[src/rtl/hshk_pkg.sv]
package hshk_pkg;

  typedef enum logic [1:0] {
    RQ_IDLE,
    RQ_ADDR,
    RQ_WAIT_DATA,
    RQ_ACK_DATA
  } reqState_t;

  typedef enum logic [2:0] {
    RS_IDLE,
    RS_ACK_ADDR,
    RS_ACCESS,
    RS_PRESENT,
    RS_WAIT_ACK_LOW
  } rspState_t;

  typedef struct packed {
    logic latchAddr;
    logic captureData;
    logic finish;
  } reqStrobe_t;

  typedef struct packed {
    logic captureAddr;
    logic loadData;
  } rspStrobe_t;

endpackage

[src/rtl/hshk_sync.sv]
module hshk_sync #(
  parameter int WIDTH = 2
) (
  input  logic             clk,
  input  logic             rstN,
  input  logic [WIDTH-1:0] din,
  output logic [WIDTH-1:0] dout
);

  logic [WIDTH-1:0] stage1;

  always_ff @(posedge clk or negedge rstN) begin
    if (!rstN) begin
      stage1 <= '0;
      dout   <= '0;
    end else begin
      stage1 <= din;
      dout   <= stage1;
    end
  end

endmodule

[src/rtl/hshk_requester.sv]
module hshk_requester
  import hshk_pkg::*;
#(
  parameter int ADDR_W = 4,
  parameter int DATA_W = 8
) (
  input  logic              clk,
  input  logic              rstN,
  input  logic              cmdValid,
  input  logic [ADDR_W-1:0] cmdAddr,
  output logic              cmdReady,
  output logic              rspValid,
  output logic [DATA_W-1:0] rspData,
  input  logic [DATA_W-1:0] busIn,
  input  logic              ackIn,
  input  logic              dataRdyIn,
  output logic              readReqOut,
  output logic              ackOut,
  output logic              busOe,
  output logic [DATA_W-1:0] busDrv
);

  logic [1:0] ctlSync;
  logic       ackS;
  logic       dataRdyS;

  hshk_sync #(.WIDTH(2)) u_sync (
    .clk  (clk),
    .rstN (rstN),
    .din  ({ackIn, dataRdyIn}),
    .dout (ctlSync)
  );
  assign {ackS, dataRdyS} = ctlSync;

  reqState_t        state, stateNxt;
  reqStrobe_t       stb;
  logic [ADDR_W-1:0] addrReg;

  // control
  always_comb begin
    stateNxt = state;
    stb      = '0;
    case (state)
      RQ_IDLE:
        if (cmdValid && !ackS) begin
          stb.latchAddr = 1'b1;
          stateNxt      = RQ_ADDR;
        end
      RQ_ADDR:
        if (ackS) stateNxt = RQ_WAIT_DATA;
      RQ_WAIT_DATA:
        if (dataRdyS) begin
          stb.captureData = 1'b1;
          stateNxt        = RQ_ACK_DATA;
        end
      RQ_ACK_DATA:
        if (!dataRdyS) begin
          stb.finish = 1'b1;
          stateNxt   = RQ_IDLE;
        end
      default: stateNxt = RQ_IDLE;
    endcase
  end

  always_ff @(posedge clk or negedge rstN) begin
    if (!rstN) state <= RQ_IDLE;
    else       state <= stateNxt;
  end

  // datapath
  always_ff @(posedge clk or negedge rstN) begin
    if (!rstN) begin
      addrReg  <= '0;
      rspData  <= '0;
      rspValid <= 1'b0;
    end else begin
      if (stb.latchAddr)   addrReg <= cmdAddr;
      if (stb.captureData) rspData <= busIn;
      rspValid <= stb.finish;
    end
  end

  assign cmdReady   = (state == RQ_IDLE) && !ackS;
  assign readReqOut = (state == RQ_ADDR);
  assign busOe      = (state == RQ_ADDR);
  assign busDrv     = DATA_W'(addrReg);
  assign ackOut     = (state == RQ_ACK_DATA);

  AST_REQ_HOLDS_UNTIL_ACK: assert property (@(posedge clk) disable iff (!rstN)
    (readReqOut && !ackS) |=> readReqOut);
  AST_REQ_DROPS_AFTER_ACK: assert property (@(posedge clk) disable iff (!rstN)
    $fell(readReqOut) |-> ($past(ackS) && !busOe));
  AST_ACK_AFTER_DATA_RDY: assert property (@(posedge clk) disable iff (!rstN)
    $rose(ackOut) |-> $past(dataRdyS));
  AST_ACK_DROPS_AFTER_RDY_LOW: assert property (@(posedge clk) disable iff (!rstN)
    $fell(ackOut) |-> !$past(dataRdyS));
  AST_RSP_PULSE: assert property (@(posedge clk) disable iff (!rstN)
    rspValid |=> !rspValid);
  AST_CMD_ONLY_WHEN_QUIET: assert property (@(posedge clk) disable iff (!rstN)
    $rose(readReqOut) |-> !$past(ackS));

endmodule

[src/rtl/hshk_responder.sv]
module hshk_responder
  import hshk_pkg::*;
#(
  parameter int ADDR_W     = 4,
  parameter int DATA_W     = 8,
  parameter int ACCESS_DLY = 12
) (
  input  logic              clk,
  input  logic              rstN,
  input  logic [DATA_W-1:0] busIn,
  input  logic              readReqIn,
  input  logic              ackIn,
  input  logic              memWrEn,
  input  logic [ADDR_W-1:0] memWrAddr,
  input  logic [DATA_W-1:0] memWrData,
  output logic              ackOut,
  output logic              dataRdyOut,
  output logic              busOe,
  output logic [DATA_W-1:0] busDrv
);

  localparam int DEPTH = 1 << ADDR_W;
  localparam int CNT_W = $clog2(ACCESS_DLY + 1) + 1;

  logic [1:0] ctlSync;
  logic       readReqS;
  logic       ackS;

  hshk_sync #(.WIDTH(2)) u_sync (
    .clk  (clk),
    .rstN (rstN),
    .din  ({readReqIn, ackIn}),
    .dout (ctlSync)
  );
  assign {readReqS, ackS} = ctlSync;

  rspState_t         state, stateNxt;
  rspStrobe_t        stb;
  logic [ADDR_W-1:0] addrReg;
  logic [DATA_W-1:0] memQ;
  logic [DATA_W-1:0] dataReg;
  logic [CNT_W-1:0]  cnt;
  logic              delayDone;
  logic [DATA_W-1:0] mem [DEPTH];

  assign delayDone = (cnt >= CNT_W'(ACCESS_DLY));

  // control
  always_comb begin
    stateNxt = state;
    stb      = '0;
    case (state)
      RS_IDLE:
        if (readReqS) begin
          stb.captureAddr = 1'b1;
          stateNxt        = RS_ACK_ADDR;
        end
      RS_ACK_ADDR:
        if (!readReqS) stateNxt = RS_ACCESS;
      RS_ACCESS:
        if (!ackS && delayDone) begin
          stb.loadData = 1'b1;
          stateNxt     = RS_PRESENT;
        end
      RS_PRESENT:
        if (ackS) stateNxt = RS_WAIT_ACK_LOW;
      RS_WAIT_ACK_LOW:
        if (!ackS) stateNxt = RS_IDLE;
      default: stateNxt = RS_IDLE;
    endcase
  end

  always_ff @(posedge clk or negedge rstN) begin
    if (!rstN) state <= RS_IDLE;
    else       state <= stateNxt;
  end

  // datapath
  always_ff @(posedge clk or negedge rstN) begin
    if (!rstN) begin
      addrReg <= '0;
      dataReg <= '0;
      cnt     <= '0;
    end else begin
      if (stb.captureAddr) addrReg <= busIn[ADDR_W-1:0];
      if (stb.loadData)    dataReg <= memQ;
      if (stb.captureAddr)  cnt <= '0;
      else if (!delayDone)  cnt <= cnt + 1'b1;
    end
  end

  always_ff @(posedge clk) begin
    if (memWrEn) mem[memWrAddr] <= memWrData;
    memQ <= mem[addrReg];
  end

  assign ackOut     = (state == RS_ACK_ADDR);
  assign dataRdyOut = (state == RS_PRESENT);
  assign busOe      = (state == RS_PRESENT);
  assign busDrv     = dataReg;

  generate
    if (DATA_W > ADDR_W) begin : g_upper
      AST_ADDR_UPPER_ZERO: assert property (@(posedge clk) disable iff (!rstN)
        stb.captureAddr |-> (busIn[DATA_W-1:ADDR_W] == '0));
    end
  endgenerate

  AST_ACK_AFTER_REQ: assert property (@(posedge clk) disable iff (!rstN)
    $rose(ackOut) |-> $past(readReqS));
  AST_ACK_DROPS_AFTER_REQ_LOW: assert property (@(posedge clk) disable iff (!rstN)
    $fell(ackOut) |-> !$past(readReqS));
  AST_RDY_WITH_ACK_LOW: assert property (@(posedge clk) disable iff (!rstN)
    $rose(dataRdyOut) |-> (!ackOut && !$past(ackS)));
  AST_RDY_NOT_EARLY: assert property (@(posedge clk) disable iff (!rstN)
    $rose(dataRdyOut) |-> ($past(cnt) >= CNT_W'(ACCESS_DLY)));
  AST_RELEASE_AFTER_ACK: assert property (@(posedge clk) disable iff (!rstN)
    $fell(dataRdyOut) |-> ($past(ackS) && !busOe));

endmodule

[src/rtl/hshk_read_link.sv]
module hshk_read_link
  import hshk_pkg::*;
#(
  parameter int ADDR_W     = 4,
  parameter int DATA_W     = 8,
  parameter int ACCESS_DLY = 12
) (
  input  logic              clk,
  input  logic              rstN,
  input  logic              cmdValid,
  input  logic [ADDR_W-1:0] cmdAddr,
  output logic              cmdReady,
  output logic              rspValid,
  output logic [DATA_W-1:0] rspData,
  input  logic              memWrEn,
  input  logic [ADDR_W-1:0] memWrAddr,
  input  logic [DATA_W-1:0] memWrData,
  output logic              busReadReq,
  output logic              busAck,
  output logic              busDataRdy,
  output logic [DATA_W-1:0] busLines,
  output logic              reqDriving,
  output logic              rspDriving
);

  logic              ackFromReq;
  logic              ackFromRsp;
  logic [DATA_W-1:0] reqDrv;
  logic [DATA_W-1:0] rspDrv;

  hshk_requester #(
    .ADDR_W (ADDR_W),
    .DATA_W (DATA_W)
  ) u_requester (
    .clk        (clk),
    .rstN       (rstN),
    .cmdValid   (cmdValid),
    .cmdAddr    (cmdAddr),
    .cmdReady   (cmdReady),
    .rspValid   (rspValid),
    .rspData    (rspData),
    .busIn      (busLines),
    .ackIn      (busAck),
    .dataRdyIn  (busDataRdy),
    .readReqOut (busReadReq),
    .ackOut     (ackFromReq),
    .busOe      (reqDriving),
    .busDrv     (reqDrv)
  );

  hshk_responder #(
    .ADDR_W     (ADDR_W),
    .DATA_W     (DATA_W),
    .ACCESS_DLY (ACCESS_DLY)
  ) u_responder (
    .clk        (clk),
    .rstN       (rstN),
    .busIn      (busLines),
    .readReqIn  (busReadReq),
    .ackIn      (busAck),
    .memWrEn    (memWrEn),
    .memWrAddr  (memWrAddr),
    .memWrData  (memWrData),
    .ackOut     (ackFromRsp),
    .dataRdyOut (busDataRdy),
    .busOe      (rspDriving),
    .busDrv     (rspDrv)
  );

  // resolved shared lines and acknowledge
  assign busLines = (reqDriving ? reqDrv : '0) | (rspDriving ? rspDrv : '0);
  assign busAck   = ackFromReq | ackFromRsp;

  AST_SINGLE_DRIVER: assert property (@(posedge clk) disable iff (!rstN)
    !(reqDriving && rspDriving));
  AST_ADDR_STABLE: assert property (@(posedge clk) disable iff (!rstN)
    (busReadReq && $past(busReadReq)) |-> $stable(busLines));
  AST_DATA_STABLE: assert property (@(posedge clk) disable iff (!rstN)
    (busDataRdy && $past(busDataRdy)) |-> $stable(busLines));

endmodule

[config.mk]
export PLATFORM = sky130hd
export DESIGN_NAME = hshk_read_link
export DESIGN_NICKNAME = d
export VERILOG_FILES = /design/src/rtl/hshk_pkg.sv /design/src/rtl/hshk_sync.sv /design/src/rtl/hshk_requester.sv /design/src/rtl/hshk_responder.sv /design/src/rtl/hshk_read_link.sv
export SDC_FILE = /design/constraint.sdc
export NUM_CORES = 1
export LEC_CHECK = 0
export ABC_CLOCK_PERIOD_IN_PS = 4850
export CORE_ASPECT_RATIO = 1.4
export CORE_MARGIN = 8
export CORE_UTILIZATION = 42
export DETAILED_ROUTE_END_ITERATION = 7
export DONT_BUFFER_PORTS = 1
export GPL_ROUTABILITY_DRIVEN = 0
export GPL_TIMING_DRIVEN = 0
export SLEW_MARGIN = 15
export SYNTH_ARGS = -nofsm -noshare
export SYNTH_HDL_FRONTEND = slang
export SYNTH_SLANG_ARGS = --single-unit
export TNS_END_PERCENT = 5
[constraint.sdc]
create_clock -name clk -period 4.85 [get_ports clk]
set_input_delay 0.97 -clock clk [delete_from_list [all_inputs] [get_ports clk]]
set_output_delay 0.97 -clock clk [all_outputs]
set_load 0.05 [all_outputs]
==> Word-level counts from Yosys, hierarchy flattened <==
Memories as Yosys holds them, arrays and structs flattened. A register that Yosys moved wholly into a read port is not among the register bits.
Cells that the tools add are included.
{ "word_totals": {"out_inout_bits": 23, "register_bits": 43, "mem_bits_rw": 128, "n_memories": 1} }
{ "memory_table": {"columns": ["memory", "words", "width", "rd", "rd_ports_with_merged_regs", "write_ports", "line_no", "source"], "rows": [
  ["u_responder.mem", 16, 8, 1, 1, 1, "hshk_responder.sv:44", "logic [DATA_W-1:0] mem [DEPTH];"]
]} }
{ "classes": {"bitwise_logic": 2, "mux": 27, "magnitude_cmp": 1, "n_addsub": 1, "reduce_logical": 9, "eq_ne": 17} }
{ "ops": {"columns": ["operator", "n"], "rows": [
  ["two-way mux 3 bit", 5],
  ["one-hot mux 3 bit (5 select lines)", 1],
  ["two-way mux 1 bit", 12],
  ["two-way mux 5 bit", 2],
  ["!= test 2 x 1 -> 1 bit, second input constant", 5],
  ["!= test 2 bit, second input constant", 5],
  ["two-way mux 2 bit", 4],
  ["two-way mux 8 bit", 1],
  ["bitwise OR 4 x 8 -> 8 bit", 1],
  ["one-hot mux 2 bit (4 select lines)", 1],
  ["== test 3 x 2 -> 1 bit, second input constant", 2],
  ["adder 5 x 1 -> 5 bit, second input constant", 1],
  [">= comparator 5 x 4 -> 1 bit, second input constant", 1],
  ["AND reduction 5 bit", 1],
  ["== test 2 bit, second input constant", 2],
  ["two-way mux 4 bit", 1],
  ["AND reduction 4 bit", 1],
  ["== test 3 x 1 -> 1 bit, second input constant", 1],
  ["== test 3 bit, second input constant", 1],
  ["logical AND 1 bit", 3],
  ["zero test 3 bit", 1],
  ["== test 2 x 1 -> 1 bit, second input constant", 1],
  ["zero test 1 bit", 2],
  ["zero test 2 bit", 1],
  ["bitwise OR 1 bit", 1]
]} }

==> Longest topological paths before layout <==
Gate-level depths: netlist of run 1.
{ "logic_depth": {"word_depth": 4, "ltp_mapped": 6, "mapped_depth_nobuf": 5} }

==> Cells and area by module <==
A second synthesis of run 1 with hierarchy kept.
{ "hier_totals": {"hier_cells": 367, "area_unflattened_um2": 6996.7} }
{ "modules_own_cells": {"columns": ["mod", "cells_each", "area_per_inst_um2", "instances", "seq_area_each_um2"], "rows": [
  ["hshk_responder", 298, 6005.8, 1, 4504.3],
  ["hshk_requester", 50, 691.9, 1, 375.4],
  ["hshk_sync", 4, 100.1, 2, 100.1],
  ["hshk_read_link", 11, 98.8, 1, 0.0]
]} }

==> Least setup slack after synthesis of run 1 <==
OpenSTA, ideal clock, no wires.
{ "synth_path": {"path_type": "register -> output", "start": "register u_responder.state[1]", "end": "output busLines[0]", "arrival_time_ns": 2.069, "stages_incl_launch_ff": 6, "path_slack_ns": 1.811, "path_buffers": 1, "cell_sequence": "dfrtp_1 buf_2 nand2_1 nor2_1 a22oi_1 inv_1"} }
{ "synth_between": {"elab_chain_len": 3} }
{ "synth_lines": {"columns": ["item", "line_no", "source"], "rows": [
  ["start, declared", "hshk_responder.sv:37", "rspState_t state, stateNxt;"],
  ["start signal, assigned", "hshk_responder.sv:75", "else state <= stateNxt;"],
  ["== test 3 x 2 -> 1 bit", null, null],
  ["via busDataRdy", "hshk_read_link.sv:20", "output logic busDataRdy,"],
  ["two-way mux 8 bit", "hshk_read_link.sv:71", "assign busLines = (reqDriving ? reqDrv : '0) | (rspDriving ? rspDrv : '0);"],
  ["bitwise OR 4 x 8 -> 8 bit", "hshk_read_link.sv:71", null],
  ["end, declared", "hshk_read_link.sv:21", "output logic [DATA_W-1:0] busLines,"]
]} }
The timed path passes the listed nets, and every way through them passes these cells.

==> Final worst setup path of run 1 <==
{ "layout_path": {"start": "register u_requester.state[1]", "end": "output busLines[1]"} }
{ "layout_between": {"elab_chain_len": 3} }
{ "layout_lines": {"columns": ["item", "line_no", "source"], "rows": [
  ["start, declared", "hshk_requester.sv:35", "reqState_t state, stateNxt;"],
  ["start signal, assigned", "hshk_requester.sv:67", "else state <= stateNxt;"],
  ["== test 2 x 1 -> 1 bit", null, null],
  ["via busReadReq", "hshk_read_link.sv:18", "output logic busReadReq,"],
  ["two-way mux 4 bit", "hshk_read_link.sv:71", null],
  ["bitwise OR 4 x 8 -> 8 bit", "hshk_read_link.sv:71", null]
]} }
The timed path passes the listed nets, and every way through them passes these cells.

==> flow_metrics.tcl, run 1 <==
set metrics [dict create \
    outcome "complete, no violations" \
    routed_wl_um 13000 \
    cts_made_buffers 17 \
    utilization_pct 48.0 \
    path_clk_slew_ps 60 \
    worst_pin_slew_ps 1030 \
    cp_slowest_stage_delay_ps 680 \
    htree_levels 4 \
    cp-end-kind "output port" \
    core_um2 16000 \
    slew_headroom_pct 31.0 \
    grt_max_degree 42 \
    ys_seq_area_share_pct 73.9 \
    dieHeight_um 167 \
    cp_data_required_time_ps 3880 \
    synth_fp_nets 399 \
    postSynthAreaPerCell_um2 18.3 \
    clkSinkCount 177 \
    place_hpwl_um 8810 \
    vias 3232 \
    synthCells 373 \
    drv_slew 0 \
    path_depth 4 \
    clock_latency_ps 420 \
    synthTopCellsByArea "edfxtp_1 (56%), dfrtp_1 (15%), mux4_2 (11%)" \
    fin_skew_ps 7.87 \
    syn_area_um2 6810 \
    post-route-period-util_pct 68.9 \
    die-area_um2 20600 \
    reg2reg_depth 5 \
    antenna_cells 0 \
    drcViolationCount 0 \
    worstPathArrival_ps 2370 \
    critPathLaunchType "register" \
    drt_pre_antenna_iters 4 \
    fmax_ghz 0.299 \
    netlist.area_leader.share_pct 56.4 \
    tritoncts "yes" \
    fin_tns_setup_ps 0 \
    ant_nets 0 \
    grt_overflow 0 \
    drv_cap 0 \
    synth_seq_cells 177 \
    min-delay-path-class "in2async" \
    post_cts_resized 0 \
    postCtsSetupRepairBufs 0 \
    drive_gt1_share_pct 22.7 \
    crit_fanout 8 \
    period_minus_slack_ps 3340 \
    cts_buffer_depth 2 \
    antenna_found_initial 0 \
    grt.total_usage_pct 13.5 \
    vias_per_cell 5.34 \
    ys_warn_count 0 \
    clockRootBuffer "clkbuf_16" \
    die_w_um 124 \
    io_buffers 0 \
    critPathMostFrequentCell "inv_1" \
    crit_chain "inv_1 > ha_1 > a22oi_1 > inv_1" \
    fin_area_um2 7690 \
    io_pins 43 \
    powerDensity_nw_per_um2 619 \
    grt_pass1_wl_um 20200 \
    p_leak_nw 2.72 \
    finalNetCount 419 \
    synth_area_leader_cell "edfxtp_1" \
    worstSetupPathType "reg2out" \
    start_util_pct 42.5 \
    slowest_stage "ha_1" \
    area_growth_pct 12.9 \
    drt_iter0_markers 333 \
    cp_num_buf_inv 2 \
    ir_drop_mv 0.438 \
    grt_pass1_vias 3494 \
    finalSetupViolations 0 \
    post_drt_wl_per_cell_um 21.4 \
    final_cell_mix "edfxtp_1 (128), dfrtp_1 (41), mux4_2 (32), nor2_1 (27), a22oi_1 (22)" \
    final_common_cell "edfxtp_1" \
    hold_viol 0 \
    rows 55 \
    placed_area_um2 7100 \
    rsz0062_at_grt "false" \
    crit_family "adder cells" \
    hold_buffers 0 \
    yosysUniqueCellTypes 37 \
]
## routing by layer
layer | vias to the layer above | track usage, % | share of wire (%)
li1 | 1476 | - | -
met2 | 85 | 21.7 | 51
met1 | 1655 | 16.2 | 41
met5 | - | 0 | 0
met4 | 0 | 6.20 | 1.6
met3 | 16 | 3.96 | 6.4
## registers in the layout, summed over array words and instances, names as in the netlist
| name | flops |
|---|---|
| u_responder.u_sync.stage1 | 2 |
| u_requester.u_sync.stage1 | 1 |
| u_responder.busDrv | 8 |
| u_responder.addrReg | 4 |
| u_requester.rspData | 8 |
| u_requester.u_sync.dout | 1 |
| u_requester.rspValid | 1 |
| u_responder.memQ | 8 |
| u_responder.mem | 128 |
| u_responder.state | 3 |
| u_responder.cnt | 5 |
| u_responder.u_sync.dout | 2 |
| u_requester.addrReg | 4 |
| u_requester.state | 2 |
## cell families (layout without fill, tap and decap cells)
logic type	after synthesis	in the layout	synth area share [%]
buffers and inverters	29	62	2.02
xor gates and xnor gates	2	2	0.257
and+or+nand+nor	73	73	5.18
AOI/OAI and AO/OA	37	37	3.75
muxes	49	49	13.8
DFF	177	177	73.9
adders and majority gates	6	6	1.10
## power breakdown
group | internal, W | switching, W | leakage (nW) | total, W
Sequential | 0.00185 | 0.000245 | 1.73 | 0.00209
Combinational | 0.000557 | 0.000754 | 0.723 | 0.00131
Clock | 0.000809 | 0.000549 | 0.270 | 0.00136
## metrics by stage
step                      power [W]  cells  hold slack, ps  setup WS [ps]
final                       0.00476    605             238           1510
after global routing        0.00501    605             207           1370
after detailed placement    0.00346    573             341           1920
after global placement      0.00342    572             336           1280
after CTS                   0.00483    605             217           1450
after floorplan             0.00314    373             331           1810
## final timing paths
check	slack [ps]	endpoint	start
max in group asynchronous	4520	u_responder.busDrv[4]	rstN
setup reg to reg	2490	u_requester.addrReg[0]	u_requester.state[0]
hold reg to reg	350	u_requester.u_sync.dout[0]	u_requester.u_sync.stage1[0]
setup / recovery	1510	busLines[1]	u_requester.state[1]
hold / removal	240	u_responder.state[0]	rstN
min in group clk	350	u_requester.u_sync.dout[0]	u_requester.u_sync.stage1[0]
## cell usage after synthesis (all sizes together)
library cell / number
a311oi: 1
a22oi: 22
nor2b: 5
buf: 11
nand3: 2
dfxtp: 8
or4: 1
nor3: 4
o22a: 1
ha: 6
a41oi: 1
clkbuf: 6
or2: 1
o21ai: 5
nand2b: 3
a21oi: 7
nor2: 28
nor4: 1
xor2: 1
mux4: 32
xnor2: 1
nand3b: 2
nor3b: 2
or3b: 1
mux2: 17
and2: 5
edfxtp: 128
inv: 12
dfrtp: 41
nand2: 18
## worst register-to-register path, stage by stage, from the launching register on
cell	delay (ps)
dfrtp_1	400
inv_1	120
ha_1	200
nor2b_1	830
nand2_1	320
mux2_1	390
## layout make-up
cell class                 instances  area (um^2)
clock buffer                      19          433
timing repair buffer               1         15.0
clock inverter                    13          160
multi-input combinational        167         1670
sequential                       177         5030
fill                            1350         8340
tap                              199          249
buffer                            17         92.6
inverter                          12         45.0
(Power assumes the default switching activity.)
==> inputs of run 2 (changes only) <==
--- a/config.mk
+++ b/config.mk
@@ -5,7 +5,7 @@
 export SDC_FILE = /design/constraint.sdc
 export NUM_CORES = 1
 export LEC_CHECK = 0
-export ABC_CLOCK_PERIOD_IN_PS = 4850
+export ABC_CLOCK_PERIOD_IN_PS = 3360
 export CORE_ASPECT_RATIO = 1.4
 export CORE_MARGIN = 8
 export CORE_UTILIZATION = 42
==> constraint.sdc (replaced) <==
create_clock -name clk -period 3.36 [get_ports clk]
set_input_delay 0.672 -clock clk [delete_from_list [all_inputs] [get_ports clk]]
set_output_delay 0.672 -clock clk [all_outputs]
set_load 0.05 [all_outputs]
==> flow_metrics.tcl, run 2 (synthesis gave the netlist of run 1 again) <==
set metrics [dict create \
    hold_viol 0 \
    antenna_cells 0 \
    clock_latency_ps 420 \
    fmax_ghz 0.328 \
    worstSetupPathType "reg2out" \
    postCtsSetupRepairBufs 0 \
    slew_headroom_pct 31.4 \
    htree_levels 4 \
    die-area_um2 20600 \
    p_leak_nw 2.73 \
    critPathLaunchType "register" \
    min-delay-path-class "in2async" \
    vias 3239 \
    grt.total_usage_pct 13.5 \
    grt_pass1_wl_um 20200 \
    cp_data_required_time_ps 2690 \
    cp-end-kind "output port" \
    drt_iter0_markers 325 \
    drcViolationCount 0 \
    vias_per_cell 5.34 \
    outcome "complete, no violations" \
    rows 55 \
    setup_ws_ps 310 \
    fin_tns_setup_ps 0 \
    finalSetupViolations 0 \
    cts_made_buffers 17 \
    ant_nets 0 \
    clkSinkCount 177 \
    ir_drop_mv 0.632 \
    largest_reg_flops 128 \
    worstPathArrival_ps 2380 \
    area_growth_pct 13.2 \
    cts_buffer_depth 2 \
    drt_pre_antenna_iters 4 \
    dieHeight_um 167 \
    drv_cap 0 \
    powerDensity_nw_per_um2 893 \
    crit_fanout 8 \
    clockRootBuffer "clkbuf_16" \
    finalNetCount 420 \
    fin_skew_ps 7.87 \
    antenna_found_initial 0 \
    worst_pin_slew_ps 1030 \
    dpl_worst_slack_ps 729 \
    io_pins 43 \
    grt_pass1_vias 3500 \
    final_cell_mix "edfxtp_1 (128), dfrtp_1 (41), mux4_2 (32), nor2_1 (27), a22oi_1 (22)" \
    place_hpwl_um 8810 \
    grt_max_degree 42 \
    core_um2 16000 \
    routed_wl_um 13000 \
    grt_overflow 0 \
    final_common_cell "edfxtp_1" \
    rsz0062_at_grt "false" \
    post-route-period-util_pct 90.8 \
    n_fill_cell 1348 \
    largest-register "u_responder.mem" \
    start_util_pct 42.5 \
    io_buffers 0 \
    die_w_um 124 \
    post_drt_wl_per_cell_um 21.4 \
    tritoncts "yes" \
    drv_slew 0 \
    period_minus_slack_ps 3050 \
    drive_gt1_share_pct 22.9 \
    path_clk_slew_ps 60 \
]
-- run 2: path summary, 6_finish.rpt --
| path | startpoint | end | slack (ps) | cells past startpoint |
|---|---|---|---|---|
| max in group asynchronous | rstN | u_responder.busDrv[4] | 3070 | 1 |
| hold / removal | rstN | u_responder.u_sync.dout[0] | 80 | 1 |
| min in group clk | memWrData[3] | u_responder.mem[6][3] | 340 | 0 |
| hold reg to reg | u_requester.u_sync.stage1[0] | u_requester.u_sync.dout[0] | 350 | 0 |
| setup / recovery | u_requester.state[1] | busLines[1] | 310 | 4 |
| setup reg to reg | u_requester.state[0] | u_requester.addrReg[0] | 1010 | 5 |
-- run 2: routing by layer --
metal | share of wire (%) | vias up | track usage (%)
li1 | - | 1478 | -
met2 | 51 | 74 | 21.7
met3 | 5.4 | 16 | 3.89
met5 | 0 | - | 0
met1 | 42 | 1671 | 16.1
met4 | 1.6 | 0 | 6.20
-- run 2: layout make-up --
class / instances / area [um^2] / area share [%]
Tap cell: 199 / 249 / 3.23
Timing Repair Buffer: 2 / 35.0 / 0.454
Inverter: 12 / 45.0 / 0.584
Clock inverter: 13 / 160 / 2.08
Buffer: 17 / 92.6 / 1.20
Clock buffer: 19 / 433 / 5.62
Multi-Input combinational cell: 167 / 1670 / 21.6
Sequential cell: 177 / 5030 / 65.2
-- run 2: critical path, stage by stage (launching register included) --
cell     delay, ps
dfrtp_1        410
inv_1           90
ha_1           680
a22oi_1        340
inv_1          420
-- run 2: repair_timing --
item / 4_1_cts / 5_1_grt
resized for setup: 0 / 0
endpoints found under the hold margin: 41 / 0
endpoints found under the setup margin: 0 / 0
hold buffers: 1 / 0
-- run 2: power breakdown --
group | switching [W] | internal (W)
Combinational | 0.00110 | 0.000806
Sequential | 0.000355 | 0.00267
Clock | 0.000794 | 0.00117
-- run 2: metrics by stage --
| stage | util [%] | instances | power [W] | area [um^2] | hold slack (ps) |
|---|---|---|---|---|---|
| 2_1_floorplan | - | 373 | 0.00453 | 6810 | 331 |
| 3_3_place_gp | 44.0 | 572 | 0.00493 | 7060 | 336 |
| 3_5_place_dp | 44.3 | 573 | 0.00500 | 7100 | 341 |
| 4_1_cts | 48.1 | 606 | 0.00698 | 7710 | 79.0 |
| 5_1_grt | 48.1 | 606 | 0.00724 | 7710 | 80.5 |
| 6_report | 48.1 | 606 | 0.00688 | 7710 | 84.9 |
==> inputs of run 3 (changes only) <==
--- a/config.mk
+++ b/config.mk
@@ -6,7 +6,7 @@
 export NUM_CORES = 1
 export LEC_CHECK = 0
 export ABC_CLOCK_PERIOD_IN_PS = 3360
-export CORE_ASPECT_RATIO = 1.4
+export CORE_ASPECT_RATIO = 1.2
 export CORE_MARGIN = 8
 export CORE_UTILIZATION = 42
 export DETAILED_ROUTE_END_ITERATION = 7
==> flow_metrics.tcl, run 3 (synthesis gave the netlist of run 1 again) <==
set metrics [dict create \
    outcome "complete, no violations" \
    antenna_found_initial 0 \
    final_common_cell "edfxtp_1" \
    worst_pin_slew_ps 1010 \
    use_met1_pct 15.2 \
    p_int_w 0.00459 \
    largest-register "u_responder.mem" \
    path_clk_slew_ps 70 \
    fin_tns_setup_ps 0 \
    reg2reg_depth 5 \
    rows 51 \
    final_cell_mix "edfxtp_1 (128), dfrtp_1 (41), mux4_2 (32), nor2_1 (27), a22oi_1 (22)" \
    cts_buffer_depth 2 \
    worstPathArrival_ps 2350 \
    place_hpwl_um 8910 \
    period_minus_slack_ps 3030 \
    post_drt_wl_per_cell_um 21.1 \
    cp_data_required_time_ps 2690 \
    grt_busiest_layer "met2" \
    critPathLaunchType "register" \
    p_clk_share_pct 28.5 \
    dieHeight_um 155 \
    rr_endpoint "u_requester.addrReg[0]" \
    powerDensity_nw_per_um2 895 \
    cp-end-kind "output port" \
    met3_usage_pct 5.10 \
    min-delay-path-class "in2async" \
    seqCellArea_um2 5030 \
    core_um2 16100 \
    drt_pre_antenna_iters 4 \
    drt_iter0_markers 316 \
    finalSetupViolations 0 \
    clockRootBuffer "clkbuf_16" \
    combPwrFrac_pct 27.9 \
    grtUsageMet2_pct 22.6 \
    post-route-period-util_pct 90.1 \
    grt_max_degree 42 \
    vias_per_cell 5.30 \
    switching_share_pct 33.7 \
    vias 3282 \
    pwr-share-seq_pct 43.6 \
    largest_reg_flops 128 \
    post_cts_resized 0 \
    io_pins 43 \
    clkSinkCount 177 \
    r2r-start "u_requester.state[0]" \
    hold_viol 0 \
    fmax_ghz 0.330 \
    grt_pass1_wl_um 20200 \
    antenna_cells 0 \
    grt_overflow 0 \
    ir_drop_mv 0.420 \
    grt.total_usage_pct 13.3 \
    routed_wl_um 13000 \
    tritoncts "yes" \
    drcViolationCount 0 \
    htree_levels 4 \
    start_util_pct 42.4 \
    multi_input_area_um2 1670 \
    ff2ff_setup_slack_ps 1050 \
    finalNetCount 420 \
    die-area_um2 20600 \
    die_w_um 132 \
    p_sw_w 0.00233 \
    dp.cells 586 \
    final_cell_count_no_fill 619 \
    cts_made_buffers 17 \
    utilization_pct 48.1 \
    drive_gt1_share_pct 23.3 \
    slew_headroom_pct 32.5 \
    ant_nets 0 \
    io_buffers 0 \
    clock_latency_ps 420 \
    p_leak_nw 2.74 \
    rsz0062_at_grt "false" \
    area_growth_pct 13.5 \
    grt_pass1_vias 3470 \
    worstSetupPathType "reg2out" \
    fin_skew_ps 9.94 \
    drv_slew 0 \
    crit_fanout 8 \
    n_fill_cell 1371 \
    drv_cap 0 \
]
[run 3: changes by cell type in the layout (fill, tap and decap cells not counted)]
cell        before  now
bufinv_16        3    2
clkinvlp_2       2    0
clkbuf_1         8    6
inv_6            2    7
clkinv_8         0    1
clkinvlp_4       4    3
[run 3: worst max path at each step]
| stage | start | endpoint | slack (ps) | cells after the start |
|---|---|---|---|---|
| floorplan | u_responder.state[1] | busLines[0] | 620 | 5 |
| global placement | u_responder.state[1] | busLines[0] | 80 | 5 |
| detailed placement | u_requester.state[1] | busLines[0] | 740 | 4 |
| CTS | u_requester.state[1] | busLines[0] | 260 | 4 |
| global route | u_requester.state[1] | busLines[0] | 160 | 4 |
| finish | u_requester.state[1] | busLines[0] | 330 | 4 |
[run 3: layout make-up]
cell class,instances,area share [%]
clock buffers,17,5.50
clock inverters,15,2.23
flip-flops and latches,177,65.1
plain buffers,17,1.20
multi-input cells,167,21.5
repair buffers,2,0.453
well taps,212,3.43
inverters,12,0.583
[run 3: metal layers]
| metal | share of wire [%] | vias to the layer above |
|---|---|---|
| met2 | 51 | 97 |
| met3 | 7.4 | 15 |
| met1 | 40 | 1684 |
| met5 | 0 | - |
| li1 | - | 1486 |
| met4 | 1.1 | 0 |
[run 3: power groups by stage]
stage | clock, W | combinational [W] | sequential [W]
2_1_floorplan | 0 | 0.00153 | 0.00301
3_3_place_gp | 0 | 0.00190 | 0.00305
3_5_place_dp | 0 | 0.00195 | 0.00307
4_1_cts | 0.00201 | 0.00197 | 0.00302
5_1_grt | 0.00209 | 0.00210 | 0.00306
6_report | 0.00197 | 0.00193 | 0.00302
[run 3: metrics by stage]
stage | total power (W) | instance area [um^2] | hold WS [ps] | worst slack [ps]
after detailed placement | 0.00502 | 7110 | 336 | 744
final | 0.00692 | 7730 | 83.9 | 334
after CTS | 0.00701 | 7730 | 68.3 | 261
after global placement | 0.00495 | 7080 | 332 | 75.0
after global routing | 0.00726 | 7730 | 78.0 | 160
after floorplan | 0.00453 | 6810 | 331 | 619
[run 3: critical path: stages, from the launching register on]
cell and delay (ps):
dfrtp_1 410, inv_1 90, ha_1 660, a22oi_1 350, inv_1 420
[run 3: what timing repair did]
item | in CTS | in global routing
buffers inserted | 0 | 0
hold buffers | 1 | 0
hold endpoints to repair | 41 | 0
setup endpoints to repair | 0 | 0
